**src/rtl/fsd_pkg.sv**
```systemverilog
// Package: shared types for the frame-aligned clock divider.
// Assumes nothing beyond being compiled before the modules that use it.
package fsd_pkg;

    // Progress of frame-phase confirmation.
    typedef enum logic [1:0] {
        LK_NONE   = 2'd0,
        LK_ONE    = 2'd1,
        LK_LOCKED = 2'd2
    } lock_state_e;

    // Default synchronizer depth for the asynchronous frame-sync input.
    localparam int SYNC_STAGES_DEF = 2;

endpackage

```
**src/rtl/fsd_sync_edge.sv**
```systemverilog
// Module: synchronizes an asynchronous level and flags its rising edges.
// Assumes: the input is slow against clk. During reset every stage loads
// the live input, so a level held since reset is never seen as an edge.
module fsd_sync_edge #(
    parameter int STAGES = fsd_pkg::SYNC_STAGES_DEF
) (
    input  logic clk,
    input  logic rst_n,
    input  logic din,
    output logic rise
);

    logic [STAGES:0] shreg;

    // Shift the input through the synchronizer plus one history stage.
    always_ff @(posedge clk) begin
        if (!rst_n) begin
            shreg <= {(STAGES + 1){din}};
        end else begin
            shreg <= {shreg[STAGES-1:0], din};
        end
    end

    // Rising edge: newest synchronized level high, previous level low.
    always_comb begin
        rise = shreg[STAGES-1] & ~shreg[STAGES];
    end

endmodule

```
**src/rtl/fsd_frame_ctl.sv**
```systemverilog
// Module: frame position counter, boundary check of sync edges, lock state.
// Assumes: cfg_len is static and at least 2. A rising edge seen in the last
// frame cycle is on time. Any other edge restarts the frame next cycle.
module fsd_frame_ctl #(
    parameter int FRAME_W = 12
) (
    input  logic               clk,
    input  logic               rst_n,
    input  logic [FRAME_W-1:0] cfg_len,
    input  logic               sync_rise,
    output logic [FRAME_W-1:0] fpos,
    output logic [FRAME_W-1:0] fpos_nxt,
    output logic               restart,
    output logic               realign,
    output logic               ontime,
    output logic               locked
);

    import fsd_pkg::*;

    logic        at_last;
    lock_state_e lk_q;

    // Classify the current cycle and form the next frame position.
    always_comb begin
        at_last  = (fpos == (cfg_len - FRAME_W'(1)));
        ontime   = sync_rise & at_last;
        realign  = sync_rise & ~at_last;
        restart  = at_last | realign;
        fpos_nxt = restart ? '0 : fpos + FRAME_W'(1);
    end

    // Frame position register; reset parks it on the last frame cycle.
    always_ff @(posedge clk) begin
        if (!rst_n) begin
            fpos <= cfg_len - FRAME_W'(1);
        end else begin
            fpos <= fpos_nxt;
        end
    end

    // Lock state: on-time edges advance it, a realignment clears it.
    always_ff @(posedge clk) begin
        if (!rst_n || realign) begin
            lk_q <= LK_NONE;
        end else if (ontime) begin
            lk_q <= (lk_q == LK_NONE) ? LK_ONE : LK_LOCKED;
        end
    end

    // Lock flag decoded from the registered state.
    always_comb begin
        locked = (lk_q == LK_LOCKED);
    end

endmodule

```
**src/rtl/fsd_divider.sv**
```systemverilog
// Module: ratio counter and registered divided clock.
// Assumes: ratio in 2..5. A restart forces a new period, and the frame length
// is a multiple of the ratio, so plain wraps stay on frame boundaries.
module fsd_divider #(
    parameter int RATIO_W = 3
) (
    input  logic               clk,
    input  logic               rst_n,
    input  logic [RATIO_W-1:0] cfg_ratio,
    input  logic               restart,
    output logic [RATIO_W-1:0] dpos,
    output logic               div_q
);

    logic [RATIO_W-1:0] dpos_nxt;
    logic [RATIO_W-1:0] high_len;

    // Next divider position and length of the high phase.
    always_comb begin
        high_len = cfg_ratio >> 1;
        if (restart || (dpos == (cfg_ratio - RATIO_W'(1)))) begin
            dpos_nxt = '0;
        end else begin
            dpos_nxt = dpos + RATIO_W'(1);
        end
    end

    // Counter and clock register; reset parks the counter at the period end.
    always_ff @(posedge clk) begin
        if (!rst_n) begin
            dpos  <= cfg_ratio - RATIO_W'(1);
            div_q <= 1'b0;
        end else begin
            dpos  <= dpos_nxt;
            div_q <= (dpos_nxt < high_len);
        end
    end

endmodule

```
**src/rtl/fsd_pulse.sv**
```systemverilog
// Module: frame pulse shaping with selectable width and polarity.
// Assumes: fpos_nxt is the frame position of the coming cycle.
module fsd_pulse #(
    parameter int FRAME_W = 12,
    parameter int RATIO_W = 3
) (
    input  logic               clk,
    input  logic               rst_n,
    input  logic [RATIO_W-1:0] cfg_ratio,
    input  logic               cfg_short,
    input  logic               cfg_active_low,
    input  logic [FRAME_W-1:0] fpos_nxt,
    output logic               fs_q
);

    localparam int PAD_W = FRAME_W - RATIO_W;

    logic [RATIO_W-1:0] width;
    logic               act_nxt;

    // Pulse width in cycles and active state of the coming cycle.
    always_comb begin
        width   = cfg_short ? (cfg_ratio >> 1) : cfg_ratio;
        act_nxt = (fpos_nxt < {{PAD_W{1'b0}}, width});
    end

    // Output register with polarity applied; reset drives the idle level.
    always_ff @(posedge clk) begin
        if (!rst_n) begin
            fs_q <= cfg_active_low;
        end else begin
            fs_q <= act_nxt ^ cfg_active_low;
        end
    end

endmodule

```
**src/rtl/fsync_clkdiv.sv**
```systemverilog
// Module: top of the frame-aligned clock divider and frame pulse generator.
// Assumes: configuration is static while out of reset, the ratio is 2..5 and
// the frame length is a multiple of the ratio and wider than RATIO_W allows.
module fsync_clkdiv #(
    parameter int FRAME_W     = 12,
    parameter int RATIO_W     = 3,
    parameter int SYNC_STAGES = fsd_pkg::SYNC_STAGES_DEF
) (
    input  logic               clk,
    input  logic               rst_n,
    input  logic [RATIO_W-1:0] cfg_ratio,
    input  logic [FRAME_W-1:0] cfg_frame_len,
    input  logic               cfg_short,
    input  logic               cfg_active_low,
    input  logic               sync_in,
    output logic               div_clk,
    output logic               fs_out,
    output logic               locked
);

    logic               sync_rise;
    logic [FRAME_W-1:0] frame_pos;
    logic [FRAME_W-1:0] frame_pos_nxt;
    logic               frame_restart;
    logic               realign_w;
    logic               ontime_w;
    logic [RATIO_W-1:0] div_pos;

    fsd_sync_edge #(.STAGES(SYNC_STAGES)) u_sync (
        .clk  (clk),
        .rst_n(rst_n),
        .din  (sync_in),
        .rise (sync_rise)
    );

    fsd_frame_ctl #(.FRAME_W(FRAME_W)) u_frame (
        .clk      (clk),
        .rst_n    (rst_n),
        .cfg_len  (cfg_frame_len),
        .sync_rise(sync_rise),
        .fpos     (frame_pos),
        .fpos_nxt (frame_pos_nxt),
        .restart  (frame_restart),
        .realign  (realign_w),
        .ontime   (ontime_w),
        .locked   (locked)
    );

    fsd_divider #(.RATIO_W(RATIO_W)) u_div (
        .clk      (clk),
        .rst_n    (rst_n),
        .cfg_ratio(cfg_ratio),
        .restart  (frame_restart),
        .dpos     (div_pos),
        .div_q    (div_clk)
    );

    fsd_pulse #(.FRAME_W(FRAME_W), .RATIO_W(RATIO_W)) u_pulse (
        .clk           (clk),
        .rst_n         (rst_n),
        .cfg_ratio     (cfg_ratio),
        .cfg_short     (cfg_short),
        .cfg_active_low(cfg_active_low),
        .fpos_nxt      (frame_pos_nxt),
        .fs_q          (fs_out)
    );

endmodule

```
**config.mk**
```make
export PLATFORM = sky130hd
export DESIGN_NAME = fsync_clkdiv
export DESIGN_NICKNAME = d
export VERILOG_FILES = /design/src/rtl/fsd_pkg.sv /design/src/rtl/fsd_sync_edge.sv /design/src/rtl/fsd_frame_ctl.sv /design/src/rtl/fsd_divider.sv /design/src/rtl/fsd_pulse.sv /design/src/rtl/fsync_clkdiv.sv
export SDC_FILE = /design/constraint.sdc
export NUM_CORES = 1
export LEC_CHECK = 0
export ABC_AREA = 1
export BUFFER_PORTS_ARGS = -buffer_cell sky130_fd_sc_hd__buf_4
export CORE_MARGIN = 2
export CORE_UTILIZATION = 40
export DETAILED_ROUTE_END_ITERATION = 6
export PLACE_DENSITY = 0.61
export SETUP_SLACK_MARGIN = 0.1
export SLEW_MARGIN = 15
export SYNTH_ARGS = -nofsm -noshare
export SYNTH_HDL_FRONTEND = slang
export SYNTH_SLANG_ARGS = --single-unit
```
**constraint.sdc**
```tcl
create_clock -name clk -period 3.5 [get_ports clk]
set_clock_uncertainty 0.05 [all_clocks]
set_input_delay 0.35 -clock clk [delete_from_list [all_inputs] [get_ports clk]]
set_output_delay 0.35 -clock clk [all_outputs]
set_load 0.02 [all_outputs]
```
==> results.md, run 1 <==
- DP Cell Count: 353
- Drt total wl: 3804 um
- Buffer depth of the longest clock path: 2
- First-pass GRT wire length: 6699 um
- Synth Area in XOR/XNOR: 0.06863
- Fin Setup TNS: 0 ns
- Simple-Gate Fraction of Synth Area: 0.4132
- Yosys Warn Count: 0
- N_diodes: 0
- CP endpoint kind: flip-flop
- Finished Layout Cells: 357
- Sequential cell area: 440.4 um2
- Vias: 1703
- Slowest CP cell: or2_2
- Area delta synth->final: 15.13%
- Routed Antenna Nets: 0
- Synthesized area per cell: 6.336 um2
- HP Start: sync_in
- PwrDens: 347.2 mW/mm2
- Yosys cell types: 36
- Routed wire per std cell: 10.66 um
- Multi-input logic area: 0.001155 mm2
- CTS tree: yes
- CP peak stage delay: 0.30 ns
- Worst hold endpoint: u_sync.shreg[0]
- Net count, final: 333
- Critical path arrival: 2.69 ns
- Path depth of the worst reg2reg path: 15
- Synth area leader: dfxtp_1
- Synthesized area: 0.001787 mm2
- Leakage power: 1.057 nW
- Clk sinks: 22
- Final Hold Fails: 0
- Die footprint: 0.005018 mm2
- TritonCTS Buffers: 3
- Hold Worst Slack: 0.1442 ns
- Total of max-cap violations: 0
- Status: finished, final reports clean
- Residual DRC: 0
- GRT Residual Overflow: 0
- Yosys top cell area share: 0.2465
- Worst Path Class, Setup: input pin to flip-flop
- Worst reg2reg startpoint: u_frame.fpos[1]
- Slew @ Worst Pin: 0.3237 ns
- Worst reg2reg setup slack: 1.21 ns
- Vias in the first global route: 1595
- Nature of the critical path startpoint: input pin
- Achievable Freq: 389.5 MHz
- RSZ-0062 raised after global routing: no
- Drt initial violations: 64
- Synth area leaders: dfxtp_1 25%, nand2_1 16%, inv_1 9.2%, nand3_1 8.7%, xor2_1 5.9%
- Clk slew on worst S/H paths: 0.08 ns
- Die X-Extent: 70.84 um
- Worst slew margin: 0.7834
- Die height: 70.84 um
- Mux contribution to synthesized area: 0
- Hold Path Stages: 1
- Cts hold-fix bufs: 0
- Min-delay worst type: input pin to flip-flop
- RePlAce Congestion: 0.8485
- Net count after synthesis: 309
- Post-Synth Adder-Cell Area: 0.04902
- Main flop type after synthesis: dfxtp_1
- Vias/cell: 4.770
- Gr usage total: 0.1627
- Cts repair resizes: 0
- Fillers: 485
- #FFs+latches synth: 22
- Register area share after synthesis: 0.2465
- Post-synthesis compound-gate area fraction: 0.1155
- Max Slew Vio Count: 0
- CP Cell Sequence: buf_4 -> inv_2 -> ha_1 -> or2_2 -> nand3_1 -> nor2_1 -> nand3_1 -> nor2_1 -> nand2_1 -> nor2_4 -> a21oi_4 -> o21ai_0 -> a21oi_1 -> ha_1 -> nand2_1 -> nand3_1 -> nand2_1 -> inv_1
- R2r endpoint: u_pulse.fs_q
- Synth async-reset ratio: 0
- Clk_lat worst skew: 0.26 ns
- Placeable Area: 0.004324 mm2
- PortBufs: 22
- Number of synthesized flops with an enable pin: 0
- Initial core utilization: 0.4132
- Setup bufs post-CTS: 0
- Worst endpoint required time: 3.62 ns
- Post-DP HPWL: 3167 um
- Largest family of logic cells by synthesized area: simple AND/OR/NAND/NOR gates
- Synth Instances: 282
- IO Count: 23
- Final setup viols: 0
- Pre-antenna DRT Iters: 4
- Crit share post-route: 0.7335
- Peak supply drop: 0.0002397 V
- Fin crit period: 2.567 ns
- Initial antenna violation count: 0
- CP max FO: 10
- Root buffer cell: clkbuf_8
- Largest net degree at the start of global routing: 28
- Layout cells sized above 1: 0.1607
- # rows: 24
- H-tree levels: 1
-- how the worst max path moves through the flow --
stage | from | endpoint | slack (ns) | cells past startpoint
after floorplan | cfg_frame_len[0] | u_pulse.fs_q | 1.01 | 17
after global placement | cfg_frame_len[0] | u_pulse.fs_q | 0.65 | 22
after detailed placement | cfg_frame_len[0] | u_pulse.fs_q | 0.64 | 18
after CTS | cfg_frame_len[0] | u_pulse.fs_q | 0.93 | 18
after global routing | cfg_frame_len[0] | u_pulse.fs_q | 0.63 | 22
final | cfg_frame_len[0] | u_pulse.fs_q | 0.93 | 18
-- per-stage QoR --
step / setup slack, ns / instance area, um2 / power, mW / utilization
floorplan: 1.012 / 1787 / 0.4714 / -
global placement: 0.6514 / 2002 / 0.5369 / 0.4630
detailed placement: 0.6439 / 2002 / 0.5367 / 0.4630
CTS: 0.9281 / 2057 / 0.7254 / 0.4757
global route: 0.6326 / 2057 / 0.7723 / 0.4757
finish: 0.9327 / 2057 / 0.7142 / 0.4757
-- worst max-delay path: cells and delay by family --
| kind | cells | cell delay [ns] |
|---|---|---|
| buffers and inverters | 3 | 0.26 |
| adder cells (fa/ha/maj) | 2 | 0.53 |
| AND/OR/NAND/NOR | 10 | 0.92 |
| AO/OA/AOI/OAI | 3 | 0.61 |
-- layout make-up --
| type | instances | area share |
|---|---|---|
| Clock buffer | 4 | 0.02676 |
| Inverter | 47 | 0.08577 |
| Multi-Input combinational cell | 210 | 0.5614 |
| Sequential cell | 22 | 0.2141 |
| Tap cell | 52 | 0.03163 |
| Timing Repair Buffer | 22 | 0.08029 |
-- cells in the final DEF, fill, tap and decap left out, types with 3 or more instances in the layout --
cell type,count
a21oi_1,3
buf_4,22
clkbuf_8,4
dfxtp_1,22
ha_1,7
inv_1,44
nand2_1,75
nand3_1,31
nand3_2,4
nor2_1,22
nor2_2,3
nor2_4,5
o211ai_1,4
o21ai_0,16
o21ai_1,4
or2_2,3
xor2_1,12
-- state kept, by name, summed over array words and instances (netlist names) --
| name | flops |
|---|---|
| u_frame.lk_q | 2 |
| u_div.dpos | 3 |
| u_sync.shreg | 3 |
| u_frame.fpos | 12 |
| u_div.div_q | 1 |
| u_pulse.fs_q | 1 |
-- cell usage after synthesis, types with 2 or more instances --
library cell  instances
nor2_4                5
xor2_1               12
nand3_1              31
nor3_1                2
inv_1                44
a21oi_1               3
o211ai_1              4
o21ai_1               4
nor2_2                3
nand2_4               2
inv_2                 2
nand2_2               2
nand2_1              75
xnor2_1               2
o21ai_0              16
dfxtp_1              22
nand3b_1              2
nor2_1               22
nand3_2               4
or2_2                 3
ha_1                  7
-- per-layer routing --
| metal | share of wire | vias to the layer above | track usage |
|---|---|---|---|
| li1 | - | 939 | - |
| met1 | 0.50 | 742 | 0.2193 |
| met2 | 0.46 | 20 | 0.2741 |
| met3 | 0.035 | 2 | 0.03419 |
| met4 | 0.0047 | 0 | 0.02516 |
| met5 | 0 | - | 0 |
-- kinds of logic after synthesis --
logic type / count (synthesis)
AND/OR/NAND/NOR: 155
buffers and inverters: 50
AO/OA/AOI/OAI: 34
flip-flops: 22
XOR/XNOR: 14
adder cells (fa/ha/maj): 7
-- power breakdown --
group	switching (mW)	internal, mW	total (mW)
Sequential	0.0226	0.279	0.302
Clock	0.0846	0.100	0.185
Combinational	0.131	0.0967	0.228
Total	0.238	0.476	0.714
No activity file was read; power rests on OpenSTA's default activity.
==> inputs of run 2 (changes only) <==
==> constraint.sdc (replaced) <==
create_clock -name clk -period 2.42 [get_ports clk]
set_clock_uncertainty 0.05 [all_clocks]
set_input_delay 0.242 -clock clk [delete_from_list [all_inputs] [get_ports clk]]
set_output_delay 0.242 -clock clk [all_outputs]
set_load 0.02 [all_outputs]
==> results.md, run 2 (synthesized netlist as in run 1, its figures left out) <==
- Die footprint: 0.005018 mm2 (unchanged)
- Worst reg2reg startpoint: u_frame.fpos[0]
- DP Cell Count: 370 (+4.8%)
- Fillers: 445 (-8.2%)
- WP buf/inv: 5 (+2)
- Clock Power Share: 0.245 (-0.014)
- Sequential share of power: 0.391 (-0.031)
- RSZ-0062 raised after global routing: yes
- Fin Setup TNS: 0 ns (unchanged)
- Leakage power: 1.174 nW (+11%)
- CP endpoint kind: flip-flop
- Top Registers: u_frame.fpos: 12 flops, u_div.dpos: 3 flops, u_sync.shreg: 3 flops
- Switching share of total power: 0.3363 (+0.002894)
- Clk slew on worst S/H paths: 0.08 ns (about the same)
- Highest Signal Layer: met4
- Most flop-heavy register: u_frame.fpos
- Cts hold-fix bufs: 0 (unchanged)
- Post-DP HPWL: 3290 um (+3.9%)
- PwrDens: 487.2 mW/mm2 (+40%)
- Met1 WL: 2078 um (+8.6%)
- Total of max-cap violations: 0 (unchanged)
- Vias/cell: 4.730 (-0.85%)
- Max Slew Vio Count: 0 (unchanged)
- Most common cell on crit path: nand2_1
- Critical path arrival: 2.34 ns (-0.35 ns)
- Layout cells sized above 1: 0.2766 (+0.1159)
- Post-Layout Inst Area: 0.002316 mm2 (+13%)
- Comb pwr share: 0.364 (+0.045)
- Pre-antenna DRT Iters: 4 (unchanged)
- Clk_lat worst skew: 0.27 ns (about the same)
- Initial core utilization: 0.4132 (unchanged)
- CP max FO: 3 (-7)
- Root buffer cell: clkbuf_8
- Slew @ Worst Pin: 0.3734 ns (+0.04966 ns)
- Worst reg2reg setup slack: 0.28 ns (-0.93 ns)
- Most common cell after layout, fill and taps aside: nand2_1
- Worst Path Class, Setup: input pin to flip-flop
- CP peak stage delay: 0.26 ns (-0.04 ns)
- IO Count: 23 (unchanged)
- Finished Layout Cells: 381 (+6.7%)
- Area after DPL: 0.002142 mm2 (+7.0%)
- Net count, final: 357 (+7.2%)
- Cell-internal power: 748.8 uW (+57%)
- N_diodes: 0 (unchanged)
- Initial antenna violation count: 0 (unchanged)
- Placeable Area: 0.004324 mm2 (unchanged)
- Worst slew margin: 0.7502 (-0.03323)
- Nature of the critical path startpoint: input pin
- Routed Antenna Nets: 0 (unchanged)
- WL met3: 112 um (-16%)
- Achievable Freq: 454.1 MHz
- CP delay by family, top: simple AND/OR/NAND/NOR gates
- Routed wl met2: 1948 um (+12%)
- RePlAce Congestion: 0.8334 (-1.8%)
- Min-delay worst type: input pin to flip-flop
- CP Cell Sequence: buf_6 -> inv_4 -> ha_4 -> buf_12 -> buf_4 -> nand3_1 -> nand2_1 -> nand2_1 -> nand3_1 -> nor2_1 -> nand2_1 -> nor2_4 -> a21oi_4 -> buf_4 -> nand2_2 -> nor2_2 -> ha_1 -> a21boi_1 -> nor3_1
- Worst endpoint required time: 2.56 ns (-1.06 ns)
- H-tree levels: 1 (unchanged)
- R2r endpoint: u_div.div_q
- Drt total wl: 4155 um (+9.2%)
- Sw Pwr: 379.4 uW (+59%)
- PortBufs: 22 (unchanged)
- Buffer depth of the longest clock path: 2 (unchanged)
- Peak supply drop: 0.0003680 V (+54%)
- Die height: 70.84 um (unchanged)
- Vias: 1802 (+5.8%)
- Path depth of the worst reg2reg path: 16 (+1)
- Worst hold endpoint: u_sync.shreg[0]
- First-pass GRT wire length: 7176 um (+7.1%)
- CTS tree: yes
- Largest net degree at the start of global routing: 28 (unchanged)
- Die X-Extent: 70.84 um (unchanged)
- Final Hold Fails: 0 (unchanged)
- Most frequent cells in the layout: 72 x nand2_1, 43 x buf_4, 40 x inv_1
- Gr usage total: 0.1746 (+0.01192)
- Hold Path Stages: 1 (unchanged)
- TritonCTS Buffers: 3 (unchanged)
- # rows: 24 (unchanged)
- Final setup viols: 0 (unchanged)
- GRT Residual Overflow: 0 (unchanged)
- Slowest CP cell: ha_1
- Fin crit period: 2.202 ns
- Vias in the first global route: 1670 (+4.7%)
- HP Start: sync_in
- Status: finished, final reports clean
- Drt initial violations: 72 (+13%)
- Number of flip-flops in the largest register: 12 (unchanged)
- Area delta synth->final: 29.62%
- Clk sinks: 22 (unchanged)
- Routed wire per std cell: 10.91 um (+2.3%)
- Residual DRC: 0 (unchanged)
- Hold Worst Slack: 0.03530 ns (-0.1089 ns)
- Crit share post-route: 0.9100
## run 2: changes by cell type in the layout (fill, tap and decap cells not counted), moves of 3 or more
cell | before | now
dfxtp_1 | 22 | 19
ha_1 | 7 | 4
nand2_2 | 2 | 5
buf_4 | 22 | 43
nand2_1 | 75 | 72
inv_1 | 44 | 40
## run 2: per-stage QoR
step,setup slack [ns],power [mW],utilization
floorplan,0.1092,0.6848,-
detailed placement,-0.1133,0.8146,0.4954
global placement,-0.04608,0.8117,0.4954
global route,0.04673,1.210,0.5356
finish,0.2177,1.128,0.5356
CTS,0.1676,1.092,0.5081
## run 2: layout make-up
cell class,count,area (um2),share of cell area
multi-input combinational,210,1197,0.5170
timing repair buffer,46,365.4,0.1578
sequential,22,449.2,0.1939
inverter,47,183.9,0.07942
tap,52,65.06,0.02809
clock buffer,4,55.05,0.02377
## run 2: worst max path at each step
| stage | from | endpoint | slack, ns | cells past startpoint |
|---|---|---|---|---|
| 2_1_floorplan | cfg_frame_len[0] | u_pulse.fs_q | 0.11 | 17 |
| 3_3_place_gp | cfg_frame_len[0] | u_pulse.fs_q | -0.05 | 22 |
| 3_5_place_dp | cfg_frame_len[0] | u_pulse.fs_q | -0.11 | 22 |
| 4_1_cts | cfg_frame_len[0] | u_pulse.fs_q | 0.17 | 22 |
| 5_1_grt | cfg_frame_len[1] | u_pulse.fs_q | 0.05 | 22 |
| 6_report | cfg_frame_len[1] | u_div.div_q | 0.22 | 19 |
## run 2: layer usage
metal / global-route usage / vias to the layer above
met4: 0.02516 / 0
li1: - / 986
met2: 0.2980 / 17
met5: 0 / -
met1: 0.2343 / 797
met3: 0.03419 / 2
## run 2: what timing repair did
item / in CTS / in global routing
hold endpoints to repair: 0 / 0
resized for setup: 0 / 24
setup buffers: 0 / 7
setup endpoints to repair: 0 / 2
## run 2: power by group through the flow
stage	clock network, mW	logic, mW	registers [mW]
2_1_floorplan	0	0.240	0.445
3_3_place_gp	0	0.366	0.446
3_5_place_dp	0	0.369	0.446
4_1_cts	0.283	0.371	0.438
5_1_grt	0.300	0.463	0.447
6_report	0.277	0.410	0.441
